**config.mk**
```make
export PLATFORM = sky130hd
export DESIGN_NAME = adc_result_status
export DESIGN_NICKNAME = d
export VERILOG_FILES = /design/src/rtl/adcrs_pkg.sv /design/src/rtl/adcrs_chan.sv /design/src/rtl/adcrs_ctrl.sv /design/src/rtl/adc_result_status.sv
export SDC_FILE = /design/constraint.sdc
export NUM_CORES = 1
export LEC_CHECK = 0
export BUFFER_PORTS_ARGS = -buffer_cell sky130_fd_sc_hd__clkbuf_2
export CORE_ASPECT_RATIO = 1.25
export CORE_MARGIN = 8
export CORE_UTILIZATION = 40
export DETAILED_ROUTE_END_ITERATION = 10
export PLACE_DENSITY_LB_ADDON = 0.05
export SYNTH_ARGS = -nofsm -noshare
export SYNTH_HDL_FRONTEND = slang
export SYNTH_SLANG_ARGS = --single-unit
```
**constraint.sdc**
```tcl
create_clock -name clk -period 1.1 [get_ports clk]
set_clock_uncertainty 0.05 [all_clocks]
set_input_delay 0.055 -clock clk [delete_from_list [all_inputs] [get_ports clk]]
set_output_delay 0.055 -clock clk [all_outputs]
set_load 0.01 [all_outputs]
```
**src/rtl/adcrs_pkg.sv**
```systemverilog
package adcrs_pkg;
    localparam int RES_W  = 24;
    localparam int ADDR_W = 3;

    typedef enum logic [ADDR_W-1:0] {
        A_STAT = 3'd0,
        A_PDAT = 3'd1,
        A_ADAT = 3'd2,
        A_MODE = 3'd3,
        A_MASK = 3'd4
    } reg_addr_e;

    localparam int ST_PRDY = 0;
    localparam int ST_ARDY = 1;
    localparam int ST_PERR = 12;
    localparam int ST_AERR = 13;
    localparam int ST_CAL  = 15;

    typedef struct packed {
        logic [RES_W-1:0] data;
        logic             ovr;
        logic             und;
    } res_t;

    localparam logic [RES_W-1:0] FS_POS = {1'b0, {(RES_W-1){1'b1}}};
    localparam logic [RES_W-1:0] FS_NEG = {1'b1, {(RES_W-1){1'b0}}};

    function automatic logic [RES_W-1:0] clamp_res(input res_t r);
        if (r.ovr)      return FS_POS;
        else if (r.und) return FS_NEG;
        else            return r.data;
    endfunction
endpackage

```
**src/rtl/adcrs_chan.sv**
```systemverilog
module adcrs_chan
    import adcrs_pkg::*;
(
    input  logic             clk,
    input  logic             rst,
    input  logic             in_vld,
    input  res_t             in_res,
    input  logic             pwr_down,
    input  logic             clr_rdy,
    output logic [RES_W-1:0] dat_q,
    output logic             rdy_q,
    output logic             err_q
);
    logic take;
    // accept when previous result consumed, or unconditionally in power-down
    assign take = in_vld && (!rdy_q || pwr_down);

    always_ff @(posedge clk) begin
        if (rst) begin
            dat_q <= '0;
            rdy_q <= 1'b0;
            err_q <= 1'b0;
        end else if (take) begin
            dat_q <= clamp_res(in_res);
            err_q <= in_res.ovr | in_res.und;
            rdy_q <= 1'b1;
        end else if (clr_rdy) begin
            rdy_q <= 1'b0;
        end
    end
endmodule

```
**src/rtl/adcrs_ctrl.sv**
```systemverilog
module adcrs_ctrl
    import adcrs_pkg::*;
#(
    parameter int REG_W = 16
) (
    input  logic              clk,
    input  logic              rst,
    input  logic              wr_en,
    input  logic [ADDR_W-1:0] addr,
    input  logic [REG_W-1:0]  wdata,
    input  logic              cal_done,
    output logic [REG_W-1:0]  mode_q,
    output logic [REG_W-1:0]  mask_q,
    output logic              cal_q
);
    logic wr_mode, wr_mask;
    assign wr_mode = wr_en && (reg_addr_e'(addr) == A_MODE);
    assign wr_mask = wr_en && (reg_addr_e'(addr) == A_MASK);

    always_ff @(posedge clk) begin
        if (rst) begin
            mode_q <= '0;
            mask_q <= '0;
            cal_q  <= 1'b0;
        end else begin
            if (wr_mode) mode_q <= wdata;
            if (wr_mask) mask_q <= wdata;
            // completion event outranks the clearing write
            if (cal_done)     cal_q <= 1'b1;
            else if (wr_mode) cal_q <= 1'b0;
        end
    end
endmodule

```
**src/rtl/adc_result_status.sv**
```systemverilog
module adc_result_status
    import adcrs_pkg::*;
#(
    parameter int REG_W = 16
) (
    input  logic              clk,
    input  logic              rst,
    input  logic              pri_vld,
    input  logic [RES_W-1:0]  pri_data,
    input  logic              pri_ovr,
    input  logic              pri_und,
    input  logic              aux_vld,
    input  logic [RES_W-1:0]  aux_data,
    input  logic              aux_ovr,
    input  logic              aux_und,
    input  logic              cal_done,
    input  logic              pri_en,
    input  logic              pwr_down,
    input  logic [ADDR_W-1:0] reg_addr,
    input  logic              reg_rd,
    input  logic              reg_wr,
    input  logic [REG_W-1:0]  reg_wdata,
    output logic [RES_W-1:0]  reg_rdata,
    output logic              irq
);
    localparam int NCH = 2;
    localparam int PAD = RES_W - REG_W;

    res_t             res_in [NCH];
    logic [NCH-1:0]   vld_in;
    logic [NCH-1:0]   rdy;
    logic [NCH-1:0]   err;
    logic [RES_W-1:0] dat [NCH];
    logic             clr_all;
    logic             rd_pri, rd_aux;
    logic [REG_W-1:0] mode_q, mask_q, status_w;
    logic             cal_q;
    logic [RES_W-1:0] pri_q;

    assign res_in[0] = '{data: pri_data, ovr: pri_ovr, und: pri_und};
    assign res_in[1] = '{data: aux_data, ovr: aux_ovr, und: aux_und};
    assign vld_in    = {aux_vld, pri_vld};

    assign rd_pri  = reg_rd && (reg_addr_e'(reg_addr) == A_PDAT);
    assign rd_aux  = reg_rd && (reg_addr_e'(reg_addr) == A_ADAT);
    // primary read always releases both; auxiliary read only without primary
    assign clr_all = rd_pri || (rd_aux && !pri_en);

    generate
        for (genvar g = 0; g < NCH; g++) begin : g_chan
            adcrs_chan u_chan (
                .clk      (clk),
                .rst      (rst),
                .in_vld   (vld_in[g]),
                .in_res   (res_in[g]),
                .pwr_down (pwr_down),
                .clr_rdy  (clr_all),
                .dat_q    (dat[g]),
                .rdy_q    (rdy[g]),
                .err_q    (err[g])
            );
        end
    endgenerate

    assign pri_q = dat[0];

    adcrs_ctrl #(.REG_W(REG_W)) u_ctrl (
        .clk      (clk),
        .rst      (rst),
        .wr_en    (reg_wr),
        .addr     (reg_addr),
        .wdata    (reg_wdata),
        .cal_done (cal_done),
        .mode_q   (mode_q),
        .mask_q   (mask_q),
        .cal_q    (cal_q)
    );

    always_comb begin
        status_w          = '0;
        status_w[ST_PRDY] = rdy[0];
        status_w[ST_ARDY] = rdy[1];
        status_w[ST_PERR] = err[0];
        status_w[ST_AERR] = err[1];
        status_w[ST_CAL]  = cal_q;
    end

    assign irq = |(status_w & mask_q);

    always_ff @(posedge clk) begin
        if (rst) begin
            reg_rdata <= '0;
        end else if (reg_rd) begin
            case (reg_addr_e'(reg_addr))
                A_STAT:  reg_rdata <= {{PAD{1'b0}}, status_w};
                A_PDAT:  reg_rdata <= dat[0];
                A_ADAT:  reg_rdata <= dat[1];
                A_MODE:  reg_rdata <= {{PAD{1'b0}}, mode_q};
                A_MASK:  reg_rdata <= {{PAD{1'b0}}, mask_q};
                default: reg_rdata <= '0;
            endcase
        end
    end
endmodule

```
After elaboration in Yosys (flattened, before gate mapping)
Cells that the tools add are included.

cells by class
  eq/ne operators = 4
  muxes and demuxes = 10
  bitwise gates (word level) = 3
  reduce and logical (&&, ||, !) cells = 18

operators by type and width
  kind                                                              number
  24-bit one-hot mux with 5 select lines                            1
  24-bit 2-to-1 mux                                                 4
  16-bit bitwise AND                                                1
  16-bit OR reduction                                               1
  1-bit logical AND                                                 7
  3-bit by 2-bit == test with 1-bit output (second input constant)  2
  2-bit nonzero test                                                3
  1-bit 2-to-1 mux                                                  5
  3-bit by 1-bit == test with 1-bit output (second input constant)  1
  3-bit == test (second input constant)                             1
  1-bit logical NOT                                                 3
  3-bit logical NOT                                                 1
  1-bit logical OR                                                  3
  1-bit OR                                                          2

word-level totals
  register bits = 109
  input bits = 80
  output and inout bits = 25
  logic and storage cells = 45

Depth between registers and ports, before layout
Gate-level depths: netlist of run 1.

  word-level depth = 6
  mapped depth = 5

Cells and area by module
A second synthesis of run 1 with hierarchy kept.

unflattened totals
  cells, all modules = 544
  area, all modules = 5240.0 µm²

by module, submodules not included
  module             times used  cells an instance  area an instance (µm²)  sequential area each (µm²)
  adcrs_chan         2           125                1191.1                  520.5
  adc_result_status  1           165                1475.2                  480.5
  adcrs_ctrl         1           129                1382.6                  660.6

Least setup slack after synthesis of run 1
Ideal clock, no wire load.

  path type = flip-flop to flip-flop
  start = reg g_chan[1].u_chan.rdy_q
  end = reg g_chan[1].u_chan.dat_q[3]
  arrival time = 0.971 ns
  setup slack = -0.055 ns
  cell stages (with the launch flop) = 5
  buffers on the path = 1
  clock period less this slack = 1.155 ns
  cell sequence = dfxtp_1 -> nor2b_1 -> nor2_1 -> buf_2 -> a211oi_1

between the ends
  cells in the longest elaborated chain, start to end = 3

ends and longest elaborated chain
  element                   line              text
  start: declaration        adcrs_chan.sv:11  output logic rdy_q,
  start signal: assignment  adcrs_chan.sv:21  rdy_q <= 1'b0;
  start signal: assignment  adcrs_chan.sv:26  rdy_q <= 1'b1;
  start signal: assignment  adcrs_chan.sv:28  rdy_q <= 1'b0;
  1-bit logical NOT         adcrs_chan.sv:16  assign take = in_vld && (!rdy_q || pwr_down);
  1-bit logical OR          adcrs_chan.sv:16
  1-bit logical AND         adcrs_chan.sv:16
  end signal: assignment    adcrs_chan.sv:24  dat_q <= clamp_res(in_res);
  end: declaration          adcrs_chan.sv:10  output logic [RES_W-1:0] dat_q,

No other way between the ends.
A chain may end at the register's enable or synchronous reset.

Worst setup path in the final report of run 1
  start = reg g_chan[0].u_chan.rdy_q
  end = reg g_chan[0].u_chan.dat_q[3]

between the ends
  cells in the longest elaborated chain, start to end = 3

ends and longest elaborated chain
  element                   line
  start: declaration        adcrs_chan.sv:11
  start signal: assignment  adcrs_chan.sv:21
  start signal: assignment  adcrs_chan.sv:26
  start signal: assignment  adcrs_chan.sv:28
  1-bit logical NOT         adcrs_chan.sv:16
  1-bit logical OR          adcrs_chan.sv:16
  1-bit logical AND         adcrs_chan.sv:16
  end signal: assignment    adcrs_chan.sv:24
  end: declaration          adcrs_chan.sv:10

No other way between the ends.

==> results.py, run 1 <==
metrics = {
    "sta": {
        "final-hold-violation-count": 2,
        "fmax_mhz": 717,
        "finalSetupViolCount": 55,
        "fin_crit_ps": 1400,
        "holdWs_ps": -53.0,
        "relSlewSlack": 0.660,
        "slew_violations": 0,
        "fin_crit_sh": 1.27,
        "rsz0062_at_grt": "yes",
        "worst_pin_slew_ps": 510,
        "setup_ws_ps": -295,
    },
    "logic_synthesis": {
        "postSynthAreaPerCell_sq_um": 8.42,
        "yosysWarnings": 0,
        "yosys.area_share.simple": 0.166,
        "syn_nets": 675,
        "synth.most_common_cell": "a21oi_1",
        "synthXorXnorAreaFrac": 0,
        "synth_top_family_by_area": "compound AO/OA/AOI/OAI gates",
        "synth_cell_types": 32,
        "yosys-mux-area-fraction": 0.0225,
        "synth_ff_type": "dfxtp_1",
        "synth_adder_area_share": 0,
        "ys_seq_area_frac": 0.436,
        "netlist_area_sq_mm": 0.00501,
        "synth_common_cells": "a21oi_1, dfxtp_1, nand2_1, a211oi_1, clkbuf_1",
        "synth_edf_count": 0,
        "synthCells": 595,
        "ys_async_sr_fraction": 0,
        "synth-compound-area-share": 0.305,
        "synth_largest_area_cell": "dfxtp_1",
        "synthTopCellsByArea": "dfxtp_1, a21oi_1, a211oi_1, nand2_1, nand3b_1",
        "ys_ff_latch": 109,
        "synth_top_area_frac": 0.436,
    },
    "worst_setup_path": {
        "crit_fanout": 6,
        "cp_data_arrival_time_ps": 1560,
        "crit_path_top_delay_cell": "dfxtp_2",
        "reg2reg_depth": 7,
        "crit_chain": "buf_6, buf_4, nand2b_4, buf_12, clkbuf_16, a21oi_4, a211oi_2",
        "cpLargestDelayFamily": "buffers and inverters",
        "path_buf_inv": 4,
        "startpoint_type": "flop",
        "path_class": "flop to flop",
        "crit_path_end_kind": "flop",
        "cp_slowest_stage_delay_ps": 340,
        "required_ps": 1260,
        "cp.depth": 7,
    },
    "clock_network": {
        "tritoncts": "done",
        "cts_inserted_buffers": 9,
        "cts_hold_buf": 35,
        "cts_buffer_depth": 2,
        "cts.sink_count": 109,
        "cts_root_buf": "clkbuf_16",
        "clk_pin_slew_ps": 70,
        "cts.htree.levels": 3,
        "clk-insertion-delay-late_ps": 350,
    },
    "grt": {
        "grt_pass1_wl_microns": 25400,
        "grt_start_max_net_pins": 28,
        "grt_overflow": 0,
        "track_usage": 0.198,
        "busiest_layer": "met2",
        "grt_pass1_vias": 4807,
        "grt_util_met2": 0.337,
        "use_met3": 0.0346,
        "grt_antenna_before_repair": 0,
        "use_met1": 0.237,
    },
    "finish": {
        "fill_cells": 1069,
        "fin_cells": 912,
        "diodes": 0,
        "multi_input_area_sq_mm": 0.00299,
        "syn2layout_area_growth_pct": 45.7,
        "ff_latch_area_sq_mm": 0.00219,
        "drive_gt1_frac": 0.377,
        "fin_nets": 823,
    },
    "route": {
        "drc": 0,
        "drt-total-wl_microns": 17300,
        "drt-vias-per-instance": 5.54,
        "vias": 5053,
        "wl_per_cell_microns": 19.0,
        "ant_nets": 0,
        "drt_first_pass_iters": 7,
        "dr.first_iter.drc_count": 317,
    },
    "place": {
        "gp_congestion": 0.836,
        "dp_hpwl_microns": 11800,
        "place.port_buffers": 104,
        "place_ws_ps": -456,
        "dp.cells": 844,
    },
    "outcome": {
        "violations": "hold timing, setup timing",
        "outcome": "complete, but fails checks",
    },
    "pwr": {
        "total_leakage_power_nw": 2.84,
        "vdd.ir_drop.worst_mv": 0.872,
        "power.density_mw_per_mm2": 1320,
    },
    "worst_hold_path": {
        "hold_class": "input pin to flop",
        "whs_path_depth": 3,
    },
    "die": {
        "ioPinCount": 105,
        "die_y_microns": 141,
        "die-area_sq_mm": 0.0164,
        "coreArea_sq_mm": 0.0122,
        "start_util": 0.412,
        "row_count": 45,
        "die_w_microns": 116,
    },
    "job": {
        "cap_violations": 0,
    },
}
[kinds of logic (layout without fill, tap and decap cells)]
kind of cell	count (synthesis)	in the layout
compound gates	249	249
simple gates	157	159
flops	109	109
buf+inv	70	221
mux	10	10
[state kept, by name, summed over array words and instances (netlist names)]
name / count
g_chan.u_chan.dat_q: 48
g_chan.u_chan.err_q: 2
g_chan.u_chan.rdy_q: 2
reg_rdata: 24
u_ctrl.cal_q: 1
u_ctrl.mask_q: 16
u_ctrl.mode_q: 16
[final timing paths]
path | from | slack [ps] | endpoint
worst max-delay path | g_chan[0].u_chan.rdy_q | -300 | g_chan[0].u_chan.dat_q[3]
worst min register to register | u_ctrl.mask_q[9] | 410 | u_ctrl.mask_q[9]
worst max register to register | g_chan[0].u_chan.rdy_q | -300 | g_chan[0].u_chan.dat_q[3]
worst min-delay path | pri_ovr | -50 | g_chan[0].u_chan.dat_q[23]
[repair_timing]
item | 4_1_cts | 5_1_grt
pin swaps | 53 | 37
hold endpoints to repair | 53 | 2
buffers inserted | 6 | 7
setup endpoints to repair | 54 | 58
resized for setup | 39 | 81
cloned | 5 | 1
[area by class of cell]
type	count	share of cell area
Clock inverter	4	0.00960
Inverter	6	0.00309
Timing Repair Buffer	199	0.214
Multi-Input combinational cell	418	0.410
Sequential cell	109	0.300
Tap cell	164	0.0281
Clock buffer	12	0.0351
[worst min-delay path, cell delays in order]
cell and delay, ps:
clkbuf_2 90, or4_1 100, a21oi_1 50
[report_power, final]
part	switching [W]	internal (W)	total, W
registers	0.000189	0.00416	0.00435
clock network	0.00145	0.00212	0.00356
logic	0.000874	0.000829	0.00170
total	0.00251	0.00710	0.00961
[metrics by stage]
| step | TNS [ps] | util | area [sq um] | total power [W] |
|---|---|---|---|---|
| after floorplan | 0 | - | 5030 | 0.00508 |
| after global placement | -24100 | 0.482 | 5870 | 0.00558 |
| after detailed placement | -25590 | 0.482 | 5870 | 0.00560 |
| after CTS | -7840 | 0.562 | 6840 | 0.00934 |
| after global routing | -11170 | 0.600 | 7300 | 0.00989 |
| final | -9300 | 0.600 | 7300 | 0.00961 |
[metal layers]
metal  part of all wire  vias up
met3              0.051       30
met5                  0        -
met2               0.50      137
met1               0.43     2420
met4              0.023        0
li1                   -     2466
[layout by cell type (no fill, tap or decap), types with 2 or more instances in the layout]
master and n:
inv_1 6, dfxtp_1 101, buf_12 12, clkbuf_2 104
dfxtp_2 8, nor2b_4 2, a21oi_1 107, a222oi_1 11
clkbuf_8 2, nor2b_1 2, o21ai_0 10, a211oi_2 30
a32oi_1 4, a32oi_2 2, clkinv_2 2, bufinv_16 2
nor2_4 4, a21oi_2 18, a211oi_1 33, buf_4 36
dlygate4sd3_1 35, nand2_2 2, buf_6 6, and3b_1 17
nand2b_4 2, a311oi_2 2, a21o_1 11, mux2_2 9
a21oi_4 17, nand2_1 74, clkbuf_16 10, nor2_1 24
nand3b_1 22, buf_8 4
No activity file was read; power rests on OpenSTA's default activity.
==> inputs of run 2 (changes only) <==
GPL_TIMING_DRIVEN = 0   (was default)
==> run 2 against run 1 <==
  * The run still ends with hold timing, setup timing left
  * Routed wire length rose by 2.8%
  * Power is 3.7% lower
  * Sequential share of layout area increased by 1.6 points
  * Largest power group unchanged
==> results.py, run 2 (same netlist as run 1, synthesis figures left out) <==
metrics = {
    "worst_hold_path": {
        "hold_class": "input pin to flop",
        "whs_path_depth": 3,
    },
    "sta": {
        "relSlewSlack": 0.552,
        "fin_crit_ps": 1330,
        "fin_crit_sh": 1.21,
        "fmax_mhz": 751,
        "worst_pin_slew_ps": 673,
        "slew_violations": 0,
        "rsz0062_at_grt": "yes",
        "holdWs_ps": -0.327,
        "finalSetupViolCount": 35,
        "setup_ws_ps": -231,
        "final-hold-violation-count": 1,
    },
    "route": {
        "drt-total-wl_microns": 17800,
        "drc": 0,
        "dr.first_iter.drc_count": 299,
        "wl_per_cell_microns": 19.4,
        "drt_first_pass_iters": 7,
        "vias": 5078,
        "ant_nets": 0,
        "drt-vias-per-instance": 5.54,
    },
    "die": {
        "ioPinCount": 105,
        "coreArea_sq_mm": 0.0122,
        "start_util": 0.412,
        "die_y_microns": 141,
        "row_count": 45,
        "die-area_sq_mm": 0.0164,
        "die_w_microns": 116,
    },
    "place": {
        "place.port_buffers": 99,
        "gp_congestion": 0.885,
        "dp_hpwl_microns": 13000,
        "place_ws_ps": -365,
    },
    "worst_setup_path": {
        "cpLargestDelayFamily": "flip-flops",
        "r2r_start": "g_chan[0].u_chan.rdy_q",
        "crit_end": "irq",
        "cp.depth": 3,
        "crit_path_end_kind": "output port",
        "reg2reg_depth": 6,
        "cp_data_arrival_time_ps": 1230,
        "required_ps": 1000,
        "crit_fanout": 3,
        "critPathLaunch": "g_chan[1].u_chan.err_q",
        "cp_slowest_stage_delay_ps": 340,
        "r2r_slack_ps": -170,
        "crit_path_top_delay_cell": "dfxtp_2",
        "r2r_end": "g_chan[0].u_chan.rdy_q",
        "startpoint_type": "flop",
        "path_class": "flop to output port",
        "path_buf_inv": 1,
        "crit_chain": "a222oi_1, nand2_1, clkbuf_2",
    },
    "finish": {
        "final_cell_mix": "a21oi_1, clkbuf_2, dfxtp_1",
        "syn2layout_area_growth_pct": 39.2,
        "diodes": 0,
        "layout.cells.most_common": "a21oi_1",
        "reg_top3": "g_chan.u_chan.dat_q (48), reg_rdata (24)",
        "utilization": 0.573,
        "fill_cells": 1149,
        "largest_register": "g_chan.u_chan.dat_q",
        "largest_reg_flops": 48,
        "fin_nets": 829,
        "drive_gt1_frac": 0.341,
    },
    "clock_network": {
        "tritoncts": "done",
        "cts_root_buf": "clkbuf_16",
        "cts_buffer_depth": 2,
        "cts_inserted_buffers": 9,
        "clk-insertion-delay-late_ps": 350,
        "cts.htree.levels": 3,
        "cts.sink_count": 109,
        "clk_pin_slew_ps": 70,
    },
    "pwr": {
        "finalPower_w": 0.00925,
        "power.density_mw_per_mm2": 1330,
        "total_leakage_power_nw": 2.72,
        "vdd.ir_drop.worst_mv": 0.612,
    },
    "grt": {
        "grt_antenna_before_repair": 0,
        "track_usage": 0.211,
        "grt_pass1_vias": 5149,
        "grt_overflow": 0,
        "grt_pass1_wl_microns": 26900,
        "grt_start_max_net_pins": 17,
    },
    "outcome": {
        "violations": "hold timing, setup timing",
        "outcome": "complete, but fails checks",
    },
    "job": {
        "cap_violations": 0,
    },
}
## run 2: cell count changes in the layout (fill, tap and decap cells not counted), sizes merged
cell / delta
clkbuf: +26
buf: -14
dlygate4sd3: -4
nor2: -2
bufinv: -1
clkinv: -1
inv: +1
## run 2: worst reg2reg max path, delay by kind of cell, from the launching register on
family,cells,cell delay (ps)
and+or+nand+nor,2,110
AOI/OAI and AO/OA,1,260
DFF,1,360
buffers and inverters,3,390
## run 2: layout make-up
class / count / area, sq um / share of cell area
multi-input combinational: 416 / 2840 / 0.407
sequential: 109 / 2200 / 0.316
timing repair buffer: 144 / 992 / 0.142
buffer: 63 / 408 / 0.0585
clock buffer: 12 / 256 / 0.0368
tap: 164 / 205 / 0.0294
clock inverter: 3 / 43.8 / 0.00628
inverter: 6 / 22.5 / 0.00323
## run 2: where the power goes
group | switching [W] | leakage, nW | internal, W
combinational | 0.000846 | 1.67 | 0.000727
sequential | 0.000169 | 0.899 | 0.00416
clock | 0.00147 | 0.149 | 0.00189
## run 2: how the worst min path moves through the flow
stage                      start                         end
CTS                 pri_data[20]  g_chan[0].u_chan.dat_q[20]
global route        pri_data[20]  g_chan[0].u_chan.dat_q[20]
global placement        cal_done                u_ctrl.cal_q
floorplan               cal_done                u_ctrl.cal_q
finish              pri_data[14]  g_chan[0].u_chan.dat_q[14]
detailed placement      cal_done                u_ctrl.cal_q
## run 2: routing by layer
metal  up-vias  GRT usage  share of wire
met5         -          0              0
met4         0     0.0945          0.032
met3        32     0.0316          0.044
met2       156      0.369           0.50
met1      2409      0.247           0.42
li1       2481          -              -
## run 2: what timing repair did
item / CTS / global route
endpoints found under the hold margin: 47 / 0
hold buffers: 31 / 0
pin swaps: 55 / 7
buffers inserted: 5 / 4
resized for setup: 67 / 61
setup endpoints to repair: 45 / 69
gates cloned: 4 / 1
## run 2: per-stage QoR
| stage | cell area (sq um) | TNS, ps | cells |
|---|---|---|---|
| after floorplan | 5030 | 0 | 595 |
| after detailed placement | 5730 | -24250 | 858 |
| after CTS | 6670 | -1710 | 913 |
| final | 6970 | -3340 | 917 |
| after global placement | 5730 | -22780 | 858 |
| after global routing | 6970 | -5380 | 917 |
